## config.mk

```make
export PLATFORM = sky130hd
export DESIGN_NAME = banked_regfile
export DESIGN_NICKNAME = d
export VERILOG_FILES = /design/src/rtl/mrf_pkg.sv /design/src/rtl/mrf_phys_map.sv /design/src/rtl/mrf_storage.sv /design/src/rtl/mrf_status.sv /design/src/rtl/banked_regfile.sv
export SDC_FILE = /design/constraint.sdc
export NUM_CORES = 2
export LEC_CHECK = 0
export BUFFER_PORTS_ARGS = -buffer_cell sky130_fd_sc_hd__buf_2
export CORE_MARGIN = 2
export CORE_UTILIZATION = 60
export DETAILED_ROUTE_END_ITERATION = 16
export PLACE_DENSITY_LB_ADDON = 0.08
export RECOVER_POWER = 50
export SETUP_SLACK_MARGIN = 0.2
export SLEW_MARGIN = 20
export SYNTH_ARGS = -nofsm -noshare
export SYNTH_HDL_FRONTEND = slang
export SYNTH_HIERARCHICAL = 1
export SYNTH_SLANG_ARGS = --single-unit
```

## constraint.sdc

```tcl
create_clock -name clk -period 12.65 [get_ports clk]
set_input_delay 3.1625 -clock clk [delete_from_list [all_inputs] [get_ports clk]]
set_output_delay 3.1625 -clock clk [all_outputs]
set_load 0.01 [all_outputs]
```

## src/rtl/mrf_pkg.sv

```systemverilog
package mrf_pkg;
   localparam int MODE_W    = 5;
   localparam int NUM_BANKS = 6;   // common + five privileged
   localparam int ST_IMASK  = 7;
   localparam int ST_FMASK  = 6;
   localparam int ST_STATE  = 5;

   typedef enum logic [MODE_W-1:0] {
      MD_USR = 5'b10000,
      MD_FIQ = 5'b10001,
      MD_IRQ = 5'b10010,
      MD_SVC = 5'b10011,
      MD_ABT = 5'b10111,
      MD_UND = 5'b11011,
      MD_SYS = 5'b11111
   } mode_e;

   localparam logic [2:0] BK_COMMON = 3'd0;
   localparam logic [2:0] BK_FIQ    = 3'd1;

   function automatic logic mode_ok(input logic [MODE_W-1:0] m);
      case (m)
         MD_USR, MD_FIQ, MD_IRQ, MD_SVC, MD_ABT, MD_UND, MD_SYS: return 1'b1;
         default: return 1'b0;
      endcase
   endfunction

   function automatic logic [2:0] bank_of(input logic [MODE_W-1:0] m);
      case (m)
         MD_FIQ:  return 3'd1;
         MD_SVC:  return 3'd2;
         MD_ABT:  return 3'd3;
         MD_IRQ:  return 3'd4;
         MD_UND:  return 3'd5;
         default: return BK_COMMON;
      endcase
   endfunction
endpackage

```

## src/rtl/mrf_phys_map.sv

```systemverilog
module mrf_phys_map
   import mrf_pkg::*;
#(
   parameter int NUM_VIS    = 16,
   parameter int FIQ_FIRST  = 8,
   parameter int PRIV_FIRST = 13,
   parameter int VIS_AW     = 4,
   parameter int PHYS_AW    = 5
) (
   input  logic [MODE_W-1:0]  mode,
   input  logic [VIS_AW-1:0]  idx,
   output logic [PHYS_AW-1:0] phys
);
   localparam int FIQ_LO_N = PRIV_FIRST - FIQ_FIRST;
   localparam int PRIV_N   = NUM_VIS - 1 - PRIV_FIRST;

   int bank_i;
   int idx_i;
   int phys_i;

   always_comb begin
      bank_i = int'(bank_of(mode));
      idx_i  = int'(idx);
      phys_i = idx_i;
      if (bank_i == int'(BK_FIQ) && idx_i >= FIQ_FIRST && idx_i < PRIV_FIRST)
         phys_i = NUM_VIS + idx_i - FIQ_FIRST;
      else if (bank_i != int'(BK_COMMON) && idx_i >= PRIV_FIRST && idx_i < NUM_VIS - 1)
         phys_i = NUM_VIS + FIQ_LO_N + (bank_i - 1) * PRIV_N + idx_i - PRIV_FIRST;
      phys = PHYS_AW'(phys_i);
   end
endmodule

```

## src/rtl/mrf_storage.sv

```systemverilog
module mrf_storage #(
   parameter int DATA_W  = 32,
   parameter int PHYS_N  = 31,
   parameter int PHYS_AW = 5
) (
   input  logic               clk,
   input  logic               rst_n,
   input  logic               we,
   input  logic [PHYS_AW-1:0] waddr,
   input  logic [DATA_W-1:0]  wdata,
   input  logic [PHYS_AW-1:0] raddr_a,
   input  logic [PHYS_AW-1:0] raddr_b,
   output logic [DATA_W-1:0]  rdata_a,
   output logic [DATA_W-1:0]  rdata_b
);
   logic [DATA_W-1:0] regs_q [PHYS_N];

   always_ff @(posedge clk or negedge rst_n) begin
      if (!rst_n) begin
         for (int k = 0; k < PHYS_N; k++) regs_q[k] <= '0;
      end else if (we && waddr < PHYS_AW'(PHYS_N)) begin
         regs_q[waddr] <= wdata;
      end
   end

   assign rdata_a = (raddr_a < PHYS_AW'(PHYS_N)) ? regs_q[raddr_a] : '0;
   assign rdata_b = (raddr_b < PHYS_AW'(PHYS_N)) ? regs_q[raddr_b] : '0;
endmodule

```

## src/rtl/mrf_status.sv

```systemverilog
module mrf_status
   import mrf_pkg::*;
#(
   parameter int DATA_W = 32
) (
   input  logic              clk,
   input  logic              rst_n,
   input  logic              stat_we,
   input  logic [DATA_W-1:0] stat_wdata,
   input  logic              spsr_we,
   input  logic [DATA_W-1:0] spsr_wdata,
   input  logic              mode_req,
   input  logic [MODE_W-1:0] mode_tgt,
   output logic [MODE_W-1:0] cur_mode,
   output logic [DATA_W-1:0] status,
   output logic [DATA_W-1:0] spsr_rdata
);
   localparam int HI_W = DATA_W - MODE_W;
   localparam logic [HI_W-1:0] RST_HI =
      HI_W'((1 << (ST_IMASK - MODE_W)) | (1 << (ST_FMASK - MODE_W)));

   logic [HI_W-1:0]   hi_q;
   logic [MODE_W-1:0] mode_q;
   logic [DATA_W-1:0] slot_q [NUM_BANKS-1];
   logic [2:0]        bank_now;
   logic              accept;

   assign bank_now = bank_of(mode_q);
   assign accept   = mode_req && mode_ok(mode_tgt) && (mode_tgt != mode_q);

   always_ff @(posedge clk or negedge rst_n) begin
      if (!rst_n) begin
         hi_q   <= RST_HI;
         mode_q <= MD_SVC;
         for (int k = 0; k < NUM_BANKS - 1; k++) slot_q[k] <= '0;
      end else begin
         if (stat_we) hi_q <= stat_wdata[DATA_W-1:MODE_W];
         if (accept)  mode_q <= mode_tgt;
         if (spsr_we && bank_now != BK_COMMON) slot_q[bank_now - 3'd1] <= spsr_wdata;
      end
   end

   assign cur_mode   = mode_q;
   assign status     = {hi_q, mode_q};
   assign spsr_rdata = (bank_now == BK_COMMON) ? '0 : slot_q[bank_now - 3'd1];
endmodule

```

## src/rtl/banked_regfile.sv

```systemverilog
module banked_regfile
   import mrf_pkg::*;
#(
   parameter int DATA_W     = 32,
   parameter int NUM_VIS    = 16,
   parameter int FIQ_FIRST  = 8,
   parameter int PRIV_FIRST = 13
) (
   input  logic                       clk,
   input  logic                       rst_n,
   input  logic [$clog2(NUM_VIS)-1:0] rd_a_idx,
   output logic [DATA_W-1:0]          rd_a_data,
   input  logic [$clog2(NUM_VIS)-1:0] rd_b_idx,
   output logic [DATA_W-1:0]          rd_b_data,
   input  logic                       wr_en,
   input  logic [$clog2(NUM_VIS)-1:0] wr_idx,
   input  logic [DATA_W-1:0]          wr_data,
   input  logic                       stat_we,
   input  logic [DATA_W-1:0]          stat_wdata,
   input  logic                       spsr_we,
   input  logic [DATA_W-1:0]          spsr_wdata,
   output logic [DATA_W-1:0]          spsr_rdata,
   input  logic                       mode_req,
   input  logic [MODE_W-1:0]          mode_tgt,
   output logic [MODE_W-1:0]          cur_mode,
   output logic [DATA_W-1:0]          status
);
   localparam int VIS_AW   = $clog2(NUM_VIS);
   localparam int FIQ_LO_N = PRIV_FIRST - FIQ_FIRST;
   localparam int PRIV_N   = NUM_VIS - 1 - PRIV_FIRST;
   localparam int PHYS_N   = NUM_VIS + FIQ_LO_N + (NUM_BANKS - 1) * PRIV_N;
   localparam int PHYS_AW  = $clog2(PHYS_N + 1);
   localparam int N_PORTS  = 3;   // read A, read B, write

   if (DATA_W < ST_IMASK + 1) begin : g_bad_width
      $error("banked_regfile: DATA_W too small for status fields");
   end
   if (!(FIQ_FIRST < PRIV_FIRST && PRIV_FIRST < NUM_VIS - 1)) begin : g_bad_split
      $error("banked_regfile: bank split points out of order");
   end

   logic [VIS_AW-1:0]  port_idx  [N_PORTS];
   logic [PHYS_AW-1:0] port_phys [N_PORTS];

   assign port_idx[0] = rd_a_idx;
   assign port_idx[1] = rd_b_idx;
   assign port_idx[2] = wr_idx;

   for (genvar g = 0; g < N_PORTS; g++) begin : g_map
      mrf_phys_map #(
         .NUM_VIS   (NUM_VIS),
         .FIQ_FIRST (FIQ_FIRST),
         .PRIV_FIRST(PRIV_FIRST),
         .VIS_AW    (VIS_AW),
         .PHYS_AW   (PHYS_AW)
      ) u_map (
         .mode(cur_mode),
         .idx (port_idx[g]),
         .phys(port_phys[g])
      );
   end

   mrf_storage #(
      .DATA_W (DATA_W),
      .PHYS_N (PHYS_N),
      .PHYS_AW(PHYS_AW)
   ) u_store (
      .clk    (clk),
      .rst_n  (rst_n),
      .we     (wr_en),
      .waddr  (port_phys[2]),
      .wdata  (wr_data),
      .raddr_a(port_phys[0]),
      .raddr_b(port_phys[1]),
      .rdata_a(rd_a_data),
      .rdata_b(rd_b_data)
   );

   mrf_status #(
      .DATA_W(DATA_W)
   ) u_stat (
      .clk       (clk),
      .rst_n     (rst_n),
      .stat_we   (stat_we),
      .stat_wdata(stat_wdata),
      .spsr_we   (spsr_we),
      .spsr_wdata(spsr_wdata),
      .mode_req  (mode_req),
      .mode_tgt  (mode_tgt),
      .cur_mode  (cur_mode),
      .status    (status),
      .spsr_rdata(spsr_rdata)
   );
endmodule

```

* Word level (Yosys, flattened, before mapping)
Index checks and enable logic that the tools add are counted.
Widths: inputs -> output; s select.
** Word-level totals
- Output and inout port bits :: 133
- Register bits :: 1184
- Input port bits :: 119
** Cells by class
- Add/sub/neg operators :: 15
- Bitwise gates (word level) :: 4
- Equality and inequality tests :: 14
- Magnitude comparators :: 21
- Reductions and logical operators :: 22
- Mux-type cells :: 26
** Operators with widths (number)
- $bwmux 992 :: 1
- $mux 32 :: 11
- $bmux 32 s5 :: 2
- $bwmux 160 :: 1
- $demux 32 s5 :: 1
- $bmux 32 s3 :: 1
- $demux 32 s3 :: 1
- $eq 5x5->1 const B :: 12
- $mux 5 :: 6
- $sub 5x5->5 const B :: 6
- $ge 4x4->1 const B :: 7
- $lt 4x4->1 const B :: 6
- $ge 6x6->1 const B :: 3
- $logic_and 1x1->1 :: 18
- $not 5->6 :: 3
- $add 5x4->5 const A :: 3
- $add 5x5->5 :: 3
- $lt 5x5->1 const B :: 3
- $pmux 3 s5 :: 1
- $reduce_or 7->1 :: 1
- $lt 6x1->1 const B :: 1
- $reduce_bool 3->1 :: 2
- $add 5x5->5 const A :: 1
- $ne 5x5->1 :: 1
- other kinds (7) :: 7

* Logic depth before layout (Yosys ltp)
- Depth after elaboration :: 14
- Mapped depth :: 18
- Depth with buffers taken out :: 15

* Cells and area by module
The synthesis kept the hierarchy.
** Modules (own cells, without submodules)
- mrf_storage :: area each 53487.5 sq um, seq. area each 24823.8 sq um, times used 1, cells each 3561
- mrf_status :: area each 9128.8 sq um, seq. area each 4810.9 sq um, times used 1, cells each 777
- mrf_phys_map :: area each 324.1 sq um, seq. area each 0.0 sq um, times used 3, cells each 38

* Least setup slack after synthesis
Ideal clock, no wire load.
- Path type :: input port to output port
- From :: in rd_a_idx[2]
- To :: out rd_a_data[13]
- Arrival time :: 6050 ps
- Stages :: 10
- Path slack :: 3437 ps
- Required time :: 9488 ps
- Cell sequence :: ha_1 ha_1 fa_1 xnor2_1 and3_1 o31ai_1 clkbuf_1 clkbuf_1 mux2_2 a221o_1
** RTL lines
- from (decl) :: RTL line banked_regfile.sv:11 : input logic [$clog2(NUM_VIS)-1:0] rd_a_idx,
- to (decl) :: RTL line banked_regfile.sv:12 : output logic [DATA_W-1:0] rd_a_data,

==> out/metrics.csv <==
stage,metric,value,unit
status,run_status,"complete, but fails checks",
status,violations,"capacitance limit, slew limit",
critical_path,r2r-start,u_stat/cur_mode[2],
sta,post-route-period-util,86.4,%
sta,finalSetupViolCount,0,
layout,fill_cells,7657,
clock_network,clock-sinks,1184,
placed_design,dp.cells,5730,
sta,post-route-min-period,10.93,ns
clock_network,cts_resized,0,
critical_path,slowest_delay,0.99,ns
layout,multiInputGateArea,31900,um2
routing,drtAntennaViolNets,0,
floorplanning,fp.dieH,330,um
synth,syn_area_per_cell,14.3,um2
min_path,hp-start,u_stat/slot_q[85],
synth,synth_cell_type_count,66,
floorplanning,coreArea,105000,um2
layout,final_common_cell,mux2_2,
sta,finalSetupTns,0,ns
routing,routedWlPerCell,29.5,um
layout,area_growth,10.1,%
critical_path,path_cells,buf_2 > ha_1 > ha_1 > fa_1 > xnor2_1 > and3_1 > o31ai_4 > buf_4 > clkinv_2 > nand2_2 > o22ai_1 > a221o_1 > buf_2,
min_path,min_delay_path_depth,1,
clock_network,root_buffer,clkbuf_16,
critical_path,path_delay_family,buffers and inverters,
critical_path,reg2reg_depth,9,
synth,yosys_most_used_dff,dfrtp_1,
synth,netlist_area,63600,um2
critical_path,cp-end-kind,output port,
sta,timing.fmax,91.5,MHz
layout,regArea,29600,um2
power,ir_drop,0.173,mV
critical_path,r2r-end,u_stat/slot_q[13],
critical_path,critical_path_buf_inv_count,4,
sta,relSlewSlack,-335,%
critical_path,start_kind,primary input,
power,leakagePower,0.0312,uW
global_routing,antenna_found_initial,13,
synth,synth_seq_cells,1184,
global_routing,grt_pass1_wl,266000,um
synth,synth_warnings,6,
critical_path,arrival,7.77,ns
clock_network,cts_tree,built,
floorplanning,rows,119,
synth,yosysSeqAreaShare,46.6,%
critical_path,worst_path_max_delay_cell,nand2_2,
synth,synth_nets,4597,
global_routing,grt_overflow,0,
sta,hold_viol,0,
critical_path,critical_path_class,primary input to output port,
floorplanning,initial_utilization,60.4,%
critical_path,path_max_fanout,27,
placed_design,place.gp.congestion,0.790,
global_routing,grt_pass1_vias,41300,
placed_design,dp_hpwl,99600,um
sta,slew_violations,819,
sta,worstMarginPinSlew,6.52,ns
clock_network,clk_latency,0.77,ns
routing,drtIter0Drc,3395,
critical_path,rrSetupSlack,4.00,ns
clock_network,path_clk_slew,0.06,ns
power,power,14000,uW
synth,synth_edf_count,0,
floorplanning,die_w,330,um
sta,finalClockSkew,0.0170,ns
layout,final_cell_mix,"mux2_2 (1190), dfrtp_1 (1179), mux4_2 (434), mux2i_1 (251), nand2_1 (226)",
layout,layout.cells.non_filler,5975,
min_path,worstHoldPathType,flip-flop to flip-flop,
layout,fin_nets,4621,
clock_network,ctsHoldBuffers,0,
power,power_density,201,nW/um2
floorplanning,dieArea,109000,um2
placed_design,portBuffers,246,
routing,vias,40400,
routing,drtPass1Iterations,7,
clock_network,cts_inserted_buffers,135,
routing,drc_errors,0,
layout,drive_above_1_share,48.1,%
routing,vias_per_cell,6.76,
floorplanning,num_io_pins,252,
synth,async_flop_share,100,%
clock_network,htreeDepth,4,
min_path,min_to,u_stat/slot_q[85],
layout,final_util,66.5,%
global_routing,grt_max_degree,164,
global_routing,track_usage,32.9,%
critical_path,crit_required,9.49,ns
clock_network,clockBufferDepth,3,
sta,rsz0062_at_grt,false,
synth,synthCells,4452,
clock_network,post_cts_buffers,0,
job,max_cap_violations,13,
routing,wirelength,176000,um
sta,whs,0.486,ns
registers in the layout, indices dropped and copies added, names as in the netlist:
name / flops
u_stat/hi_q: 27
u_stat/slot_q: 160
u_store/regs_q: 992
u_stat/cur_mode: 5
synthesized netlist by cell type, drive strengths merged, types with 8 or more instances:
master,number,area [um2]
ha,23,288
a22oi,9,67.6
a31oi,47,294
nand3,8,55.1
nand4,9,56.3
a21oi,44,220
mux2,1249,14100
nor2b,9,56.3
inv,28,105
or3,11,72.6
o21ai,17,85.1
a21boi,31,233
a2bb2oi,29,254
o22ai,45,282
mux2i,251,2510
a211o,17,149
mux4,434,9770
xor2,8,70.1
a211oi,20,150
dfrtp,1179,29500
nand2,241,905
o21a,32,240
buf,269,1490
a221o,42,424
nor3,10,83.8
nand2b,56,350
clkbuf,179,672
o211ai,8,60.1
nor2,70,263
how the worst max path moves through the flow:
stage          cells past startpoint  slack (ns)                  end         from
2_1_floorplan                     10        3.44        rd_a_data[13]  rd_a_idx[2]
3_3_place_gp                      13        1.76        rd_b_data[20]  rd_b_idx[2]
3_5_place_dp                      13        1.77        rd_b_data[20]  rd_b_idx[2]
4_1_cts                           13        1.77        rd_b_data[20]  rd_b_idx[2]
5_1_grt                            3        0.88  u_store/regs_q[384]        rst_n
6_report                          13        1.72        rd_b_data[20]  rd_b_idx[2]
power breakdown:
group          switching (uW)  internal [uW]
Combinational            1830           2370
Sequential                842           4990
Clock                    1600           2420
Total                    4270           9780
area by class of cell:
cell class	instances	share of cell area, %
Tap cell	1391	2.49
Inverter	28	0.152
Multi-Input combinational cell	2792	45.6
Clock buffer	196	5.78
Sequential cell	1184	42.3
Timing Repair Buffer	335	2.87
Clock inverter	41	0.729
Antenna cell	8	0.0286
logic make-up (layout without fill, tap and decap cells):
kind of cell | after synthesis | count (layout) | synth area share (%)
AO/OA/AOI/OAI | 370 | 370 | 4.26
adder cells (fa/ha/maj) | 27 | 27 | 0.563
flip-flops | 1184 | 1184 | 46.6
AND/OR/NAND/NOR | 446 | 446 | 3.32
XOR/XNOR | 15 | 15 | 0.207
other | 0 | 8 | 0
buffers and inverters | 476 | 600 | 3.57
multiplexers | 1934 | 1934 | 41.5
metal layers:
metal	global-route usage (%)	up-vias	wire length [um]	share of wire (%)
met1	44.1	21800	72300	41
met4	12.4	8	5820	3.3
met2	54.2	1325	87100	50
met5	0.217	-	46	0.026
li1	-	16900	-	-
met3	5.96	342	10700	6.1
through the flow:
stage                     area [um2]  worst slack, ns
after floorplan                63600             3.44
after global placement         65500             1.76
after detailed placement       65600             1.77
after CTS                      70100             1.77
after global routing           70000            0.882
final                          70000             1.72
Power figures use the tool's default switching activity.
